--- src/rtl/mrs_pkg.sv ---
package mrs_pkg;
  localparam int unsigned MRS_PF_DEF     = 4;
  localparam int unsigned MRS_VF_DEF     = 28;
  localparam int unsigned MRS_MASK_W_DEF = 32;
  localparam int unsigned MRS_DATA_W_DEF = 32;
  localparam int unsigned MRS_ADDR_W_DEF = 4;
endpackage

--- src/rtl/mrs_rise_detect.sv ---
// Detects any 0->1 transition of one function's mask word against a held copy.
module mrs_rise_detect #(
  parameter int unsigned MASK_W = 32
) (
  input  logic              clk,
  input  logic              rst_n,
  input  logic              arm_i,
  input  logic [MASK_W-1:0] mask_i,
  output logic              rise_o
);
  logic [MASK_W-1:0] prev_q;
  logic [MASK_W-1:0] prev_d;
  logic [MASK_W-1:0] up_bits;

  always_comb begin
    prev_d  = mask_i;
    up_bits = mask_i & ~prev_q;
    rise_o  = arm_i & (|up_bits);
  end

  always_ff @(posedge clk or negedge rst_n) begin
    if (!rst_n) prev_q <= '0;
    else        prev_q <= prev_d;
  end
endmodule

--- src/rtl/mrs_status_bank.sv ---
// Sticky status bits: gated set, write-one-to-clear, set has priority.
module mrs_status_bank #(
  parameter int unsigned NUM_FN = 32
) (
  input  logic              clk,
  input  logic              rst_n,
  input  logic              en_i,
  input  logic [NUM_FN-1:0] set_i,
  input  logic [NUM_FN-1:0] clr_i,
  output logic [NUM_FN-1:0] stat_o
);
  logic [NUM_FN-1:0] stat_q;
  logic [NUM_FN-1:0] stat_d;
  logic [NUM_FN-1:0] set_eff;
  logic              upd;

  always_comb begin
    set_eff = en_i ? set_i : '0;
    stat_d  = (stat_q & ~clr_i) | set_eff;
    upd     = (|set_eff) | (|clr_i);
  end

  always_ff @(posedge clk or negedge rst_n) begin
    if (!rst_n)   stat_q <= '0;
    else if (upd) stat_q <= stat_d;
  end

  assign stat_o = stat_q;
endmodule

--- src/rtl/mrs_regport.sv ---
// Single-register port: decodes the status offset, forms the clear vector, registers read data.
module mrs_regport #(
  parameter int unsigned NUM_FN  = 32,
  parameter int unsigned DATA_W  = 32,
  parameter int unsigned ADDR_W  = 4,
  parameter logic [ADDR_W-1:0] STAT_OFS = '0
) (
  input  logic              clk,
  input  logic              rst_n,
  input  logic [ADDR_W-1:0] addr_i,
  input  logic              wr_i,
  input  logic [DATA_W-1:0] wdata_i,
  input  logic [NUM_FN-1:0] stat_i,
  output logic [NUM_FN-1:0] clr_o,
  output logic [DATA_W-1:0] rdata_o
);
  logic              hit;
  logic [DATA_W-1:0] stat_ext;
  logic [DATA_W-1:0] rdata_d;
  logic [DATA_W-1:0] rdata_q;

  always_comb begin
    hit      = (addr_i == STAT_OFS);
    stat_ext = '0;
    stat_ext[NUM_FN-1:0] = stat_i;
    clr_o    = (hit && wr_i) ? wdata_i[NUM_FN-1:0] : '0;
    rdata_d  = hit ? stat_ext : '0;
  end

  always_ff @(posedge clk or negedge rst_n) begin
    if (!rst_n) rdata_q <= '0;
    else        rdata_q <= rdata_d;
  end

  assign rdata_o = rdata_q;
endmodule

--- src/rtl/mrs_irq_gate.sv ---
// Registered local interrupt from unmasked status bits.
module mrs_irq_gate #(
  parameter int unsigned NUM_FN = 32
) (
  input  logic              clk,
  input  logic              rst_n,
  input  logic [NUM_FN-1:0] stat_i,
  input  logic [NUM_FN-1:0] block_i,
  output logic              irq_o
);
  logic irq_d;
  logic irq_q;

  always_comb irq_d = |(stat_i & ~block_i);

  always_ff @(posedge clk or negedge rst_n) begin
    if (!rst_n) irq_q <= 1'b0;
    else        irq_q <= irq_d;
  end

  assign irq_o = irq_q;
endmodule

--- src/rtl/mask_rise_stat.sv ---
module mask_rise_stat
  import mrs_pkg::*;
#(
  parameter int unsigned NUM_PF = MRS_PF_DEF,
  parameter int unsigned NUM_VF = MRS_VF_DEF,
  parameter int unsigned MASK_W = MRS_MASK_W_DEF,
  parameter int unsigned DATA_W = MRS_DATA_W_DEF,
  parameter int unsigned ADDR_W = MRS_ADDR_W_DEF,
  parameter logic [ADDR_W-1:0] STAT_OFS = '0
) (
  input  logic                                clk,
  input  logic                                rst_n,
  input  logic [(NUM_PF+NUM_VF)*MASK_W-1:0]   fn_mask_i,
  input  logic                                rise_en_i,
  input  logic [NUM_PF+NUM_VF-1:0]            irq_mask_i,
  input  logic [ADDR_W-1:0]                   reg_addr_i,
  input  logic                                reg_wr_i,
  input  logic [DATA_W-1:0]                   reg_wdata_i,
  output logic [DATA_W-1:0]                   reg_rdata_o,
  output logic                                irq_o
);
  localparam int unsigned NUM_FN = NUM_PF + NUM_VF;

  logic              armed_q;
  logic              armed_d;
  logic [NUM_FN-1:0] rise_vec;
  logic [NUM_FN-1:0] clr_vec;
  logic [NUM_FN-1:0] stat_q;

  // First edge after reset captures the baseline masks without reporting.
  always_comb armed_d = 1'b1;

  always_ff @(posedge clk or negedge rst_n) begin
    if (!rst_n) armed_q <= 1'b0;
    else        armed_q <= armed_d;
  end

  for (genvar g = 0; g < NUM_FN; g++) begin : g_fn
    mrs_rise_detect #(.MASK_W(MASK_W)) u_det (
      .clk   (clk),
      .rst_n (rst_n),
      .arm_i (armed_q),
      .mask_i(fn_mask_i[g*MASK_W +: MASK_W]),
      .rise_o(rise_vec[g])
    );
  end

  mrs_status_bank #(.NUM_FN(NUM_FN)) u_bank (
    .clk   (clk),
    .rst_n (rst_n),
    .en_i  (rise_en_i),
    .set_i (rise_vec),
    .clr_i (clr_vec),
    .stat_o(stat_q)
  );

  mrs_regport #(
    .NUM_FN  (NUM_FN),
    .DATA_W  (DATA_W),
    .ADDR_W  (ADDR_W),
    .STAT_OFS(STAT_OFS)
  ) u_port (
    .clk    (clk),
    .rst_n  (rst_n),
    .addr_i (reg_addr_i),
    .wr_i   (reg_wr_i),
    .wdata_i(reg_wdata_i),
    .stat_i (stat_q),
    .clr_o  (clr_vec),
    .rdata_o(reg_rdata_o)
  );

  mrs_irq_gate #(.NUM_FN(NUM_FN)) u_irq (
    .clk    (clk),
    .rst_n  (rst_n),
    .stat_i (stat_q),
    .block_i(irq_mask_i),
    .irq_o  (irq_o)
  );
endmodule

--- config.mk ---
export PLATFORM = sky130hd
export DESIGN_NAME = mask_rise_stat
export DESIGN_NICKNAME = d
export VERILOG_FILES = /design/src/rtl/mrs_pkg.sv /design/src/rtl/mrs_rise_detect.sv /design/src/rtl/mrs_status_bank.sv /design/src/rtl/mrs_regport.sv /design/src/rtl/mrs_irq_gate.sv /design/src/rtl/mask_rise_stat.sv
export SDC_FILE = /design/constraint.sdc
export NUM_CORES = 1
export LEC_CHECK = 0
export BUFFER_PORTS_ARGS = -buffer_cell sky130_fd_sc_hd__buf_2
export CORE_AREA = 2 2 435 437
export CTS_CLUSTER_DIAMETER = 40
export DETAILED_ROUTE_END_ITERATION = 8
export DIE_AREA = 0 0 437 439
export GPL_TIMING_DRIVEN = 0
export SLEW_MARGIN = 20
export SYNTH_ARGS = -nofsm -noshare
export SYNTH_HDL_FRONTEND = slang
export SYNTH_HIERARCHICAL = 1
export SYNTH_SLANG_ARGS = --single-unit
--- constraint.sdc ---
create_clock -name clk -period 1.3 [get_ports clk]
set_clock_uncertainty 0.05 [all_clocks]
set_input_delay 0.39 -clock clk [delete_from_list [all_inputs] [get_ports clk]]
set_output_delay 0.39 -clock clk [all_outputs]
set_load 0.02 [all_outputs]
==> qor.log <==
[floorplan] Die Span Y 439 um
[detailed_routing] sum of met3 wire segment lengths after detailed routing 12.0 mm
[sta] final worst-path setup slack -0.485 ns
[synth] most frequent cells after synthesis 1120 x inv_1, 1090 x dfrtp_1, 528 x o22ai_1
[synth] average instance area after synthesis 12.1 um2
[synth] main flop type after synthesis dfrtp_1
[detailed_routing] number of iterations in the first detailed-routing pass 5
[global_routing] antenna violations before repair 92
[critical_path] worst flop-to-flop path endpoint u_irq/irq_o
[sta] achievable clock frequency 560 MHz
[sta] Final Max Slew Viols 0
[global_routing] global route overflow 0
[global_routing] via count of the first global-routing pass 37100
[final_layout] layout net count 6539
[critical_path] Slowest Stage Delay on Critical Path 0.41 ns
[run_status] run status finished, violations left
[synth] Post-synth EDFFs 0
[clock_network] TritonCTS clock tree yes
[place] I/O Buffers 1128
[detailed_routing] Via-to-Cell Ratio 4.10
[synth] fraction of the yosys area taken by sequential cells 74.1%
[sta] Hold Fails Final Rpt 144
[place] total half-perimeter wirelength after legalization and detailed placement 118 mm
[job] count of max-cap constraint violations 0
[synth] count of distinct cell types in the synthesized netlist 18
[clock_network] clock buffers created by TritonCTS 167
[critical_path] worst endpoint data arrival time 1.35 ns
[synth] mux share of post-synthesis cell area 0%
[synth] area share of the largest cell type after synthesis 74.1%
[critical_path] crit path max-delay cell type dfrtp_1
[sta] setup repair after global routing missed its margin true
[critical_path] total number of cells along the worst setup path 1
[detailed_routing] Initial DRC Count 2291
[floorplan] Total Die Area 0.192 mm2
[floorplan] # IOs 1129
[synth] combinational family with the most area after synthesis buffers and inverters
[final_layout] area added between synthesis and finish 79.0%
[critical_path] required time reported for the critical path endpoint 0.86 ns
[synth] register bit count reported by yosys 1090
[global_routing] pin count of the biggest net entering global routing 103
[clock_network] # clock sinks 1090
[clock_network] clock-pin slew on the worst setup and hold paths 0.06 ns
[synth] synthesized-area fraction occupied by adder cells 0%
[critical_path] Critical Path, Cell by Cell buf_6
[synth] synthesized-area fraction occupied by ao, oa, aoi and oai cells 10.5%
[detailed_routing] count of unresolved DRC violations after routing 0
[sta] final setup violation count 65
[detailed_routing] post-DR wirelength/cell 21.4 um
[sta] transition time of the tightest slew-check pin 0.718 ns
[synth] Synth Area in XOR/XNOR 0%
[sta] max-slew headroom at the worst pin 52.1%
[detailed_routing] met2 WL 83.9 mm
[detailed_routing] post-route antenna net violation count 0
[power_and_ir_drop] largest vdd supply drop 1.22 mV
[floorplan] width of the chip 437 um
[critical_path] r2r worst-path depth 4
[critical_path] Setup CP Type reg2out
[place] final weighted congestion in routability-driven placement 0.951
[power_and_ir_drop] Pleak 32.9 nW
[sta] period utilisation layout 137%
[synth] Yosys warnings 6
[floorplan] CORE AREA 0.187 mm2
[sta] final worst path period need 1.79 ns
[critical_path] largest fanout on the critical path 1
[run_status] violations in the final reports negative hold slack, negative setup slack
[synth] Synth Area in Simple Gates 3.86%
[global_routing] wire length of the first global-routing pass 242 mm
[sta] worst hold slack -0.547 ns
[synth] dominant cells by area after synthesis dfrtp_1 74%, inv_1 11%, o22ai_1 9.0%, nor4_1 2.2%, a41oi_1 0.76%
[synth] Async SR Flop Fraction 100%
[synth] Synth Instances 3045
[global_routing] aggregate global-route resource usage 17.4%
[synth] Synth Net Count 4141
[detailed_routing] total wirelength of the detailed-routed design 174 mm
[final_layout] Filler cells 17500
[critical_path] termination of the worst setup path reg_rdata_o[31]
[detailed_routing] Top Metal Used met5
[min_path] worst min path class in2async
[critical_path] startpoint kind of the worst setup timing path flop
[synth] Netlist Area Pre-Place 0.0368 mm2
[clock_network] Clk Latency, worst-skew pair 0.79 ns
[clock_network] CTS root buf clkbuf_16
[synth] cell type with the highest aggregate area in the netlist dfrtp_1
[synth] most frequent cell after synthesis inv_1
[clock_network] # H-tree levels 4
[critical_path] origin of the critical flop-to-flop path u_bank/stat_o[7]
[critical_path] count of buffer and inverter cells on the critical path 1
[critical_path] launching element of the worst setup path u_port/rdata_o[31]
[final_layout] number of standard cells in the final layout excluding fillers 8148
[power_and_ir_drop] power per standard cell area 1430 mW/mm2
[place] Placed Cells 6685
[detailed_routing] DR vias 33400
[power_and_ir_drop] Overall Power 94.1 mW
[critical_path] family of cells with the greatest summed delay on the critical path flip-flops
[clock_network] CTS hold repair buffers 1057
[floorplan] # rows 159
[clock_network] maximum root-to-sink buffer count 3
[detailed_routing] routed metal-1 wire length 66.2 mm
[final_layout] share of post-route cells with drive strength above 1 32.9%
[critical_path] worst setup slack for register-to-register paths -0.36 ns
[floorplan] effective utilization at floorplan 19.7%
[critical_path] Setup crit end kind primary output
report_power, final:
group	total (mW)	switching (mW)	internal, mW
clock	47.8	18.0	29.8
combinational	9.97	5.00	4.96
sequential	36.3	0.716	35.6
cell type report:
| type | count | area, um2 | area share, % |
|---|---|---|---|
| Inverter | 1120 | 4260 | 6.46 |
| Antenna cell | 73 | 183 | 0.277 |
| Clock buffer | 206 | 4610 | 6.99 |
| Multi-Input combinational cell | 823 | 7540 | 11.4 |
| Clock inverter | 100 | 1430 | 2.17 |
| Buffer | 12 | 85.1 | 0.129 |
| Timing Repair Buffer | 2229 | 17400 | 26.4 |
| Sequential cell | 1090 | 27300 | 41.4 |
| Tap cell | 2495 | 3120 | 4.74 |
flip-flops by register name (all words and copies together), names as in the netlist:
register	flops
u_irq/irq_o	1
g_fn.u_det/prev_q	1024
u_port/rdata_o	32
u_bank/stat_o	32
armed_q	1
cell usage in the layout, fill, tap and decap left out, types with 5 or more instances in the layout:
cell type / Yosys / layout
inv_8: 0 / 10
o22ai_4: 0 / 19
inv_4: 0 / 5
diode_2: 0 / 73
nand2_1: 32 / 20
bufinv_16: 0 / 20
nand2_2: 0 / 8
dfrtp_2: 0 / 8
a41oi_2: 0 / 24
nor4_1: 132 / 28
buf_6: 3 / 40
clkinv_8: 0 / 6
and2_2: 30 / 31
clkinvlp_4: 0 / 17
nor4_4: 1 / 51
o22ai_1: 528 / 425
buf_4: 0 / 7
buf_16: 0 / 13
o21ai_2: 30 / 30
inv_6: 0 / 26
clkbuf_8: 0 / 22
dfrtp_1: 1090 / 1081
buf_12: 0 / 8
and3_1: 24 / 22
buf_2: 0 / 1094
a41oi_4: 0 / 8
buf_8: 0 / 5
and3_2: 8 / 10
clkbuf_1: 6 / 17
bufbuf_16: 0 / 8
o22ai_2: 0 / 84
clkbuf_16: 0 / 171
nor4_2: 0 / 54
inv_1: 1120 / 1088
inv_2: 0 / 17
clkinv_4: 0 / 22
dlygate4sd3_1: 0 / 1055
layer usage:
| layer | up-vias | GRT usage (%) |
|---|---|---|
| met2 | 1554 | 28.5 |
| met5 | - | 0 |
| met1 | 16600 | 19.9 |
| li1 | 14600 | - |
| met4 | 24 | 10.9 |
| met3 | 584 | 4.88 |
cell families (layout without fill, tap and decap cells):
group / after synthesis / count (layout)
buffers and inverters: 1132 / 3667
flip-flops: 1090 / 1090
AO/OA/AOI/OAI: 592 / 592
AND/OR/NAND/NOR: 230 / 230
other: 1 / 74
through the flow:
stage          setup WS (ns)  hold WS [ns]  utilization [%]  cell area [um2]  setup TNS, ns
2_1_floorplan         -0.102        0.0444                -            36800          -2.52
3_3_place_gp          -23.41         0.457             24.4            45600              -
3_5_place_dp           -1.88         0.266             24.6            46100       -1171.55
4_1_cts               -0.593        -0.599             34.8            65000         -30.77
5_1_grt               -0.587        -0.589             35.2            65900         -22.64
6_report              -0.485        -0.547             35.2            65900         -19.11
worst min-delay path by stage:
stage / start / to / slack [ns] / cells past startpoint
3_5_place_dp: rst_n / g_fn[6].u_det/prev_q[8] / 0.27 / 1
6_report: rst_n / g_fn[4].u_det/prev_q[15] / -0.55 / 1
4_1_cts: rst_n / g_fn[4].u_det/prev_q[15] / -0.60 / 1
5_1_grt: rst_n / g_fn[4].u_det/prev_q[15] / -0.59 / 1
3_3_place_gp: u_bank/stat_o[3] / u_port/rdata_o[3] / 0.46 / 1
2_1_floorplan: rst_n / armed_q / 0.04 / 0
worst reg2reg max path: stages (launching register included):
cell     delay [ns]
dfrtp_1        0.41
inv_2          0.15
o22ai_1        0.15
nor4_4         0.50
nand4_1        0.23
repair_timing:
| action | CTS | global route |
|---|---|---|
| buffers inserted | 15 | 3 |
| pin swaps | 89 | 65 |
| resized for setup | 354 | 121 |
| gates cloned | 11 | 1 |
| endpoints found under the setup margin | 754 | 151 |
| hold endpoints to repair | 1220 | 115 |
Power figures use the tool's default switching activity.
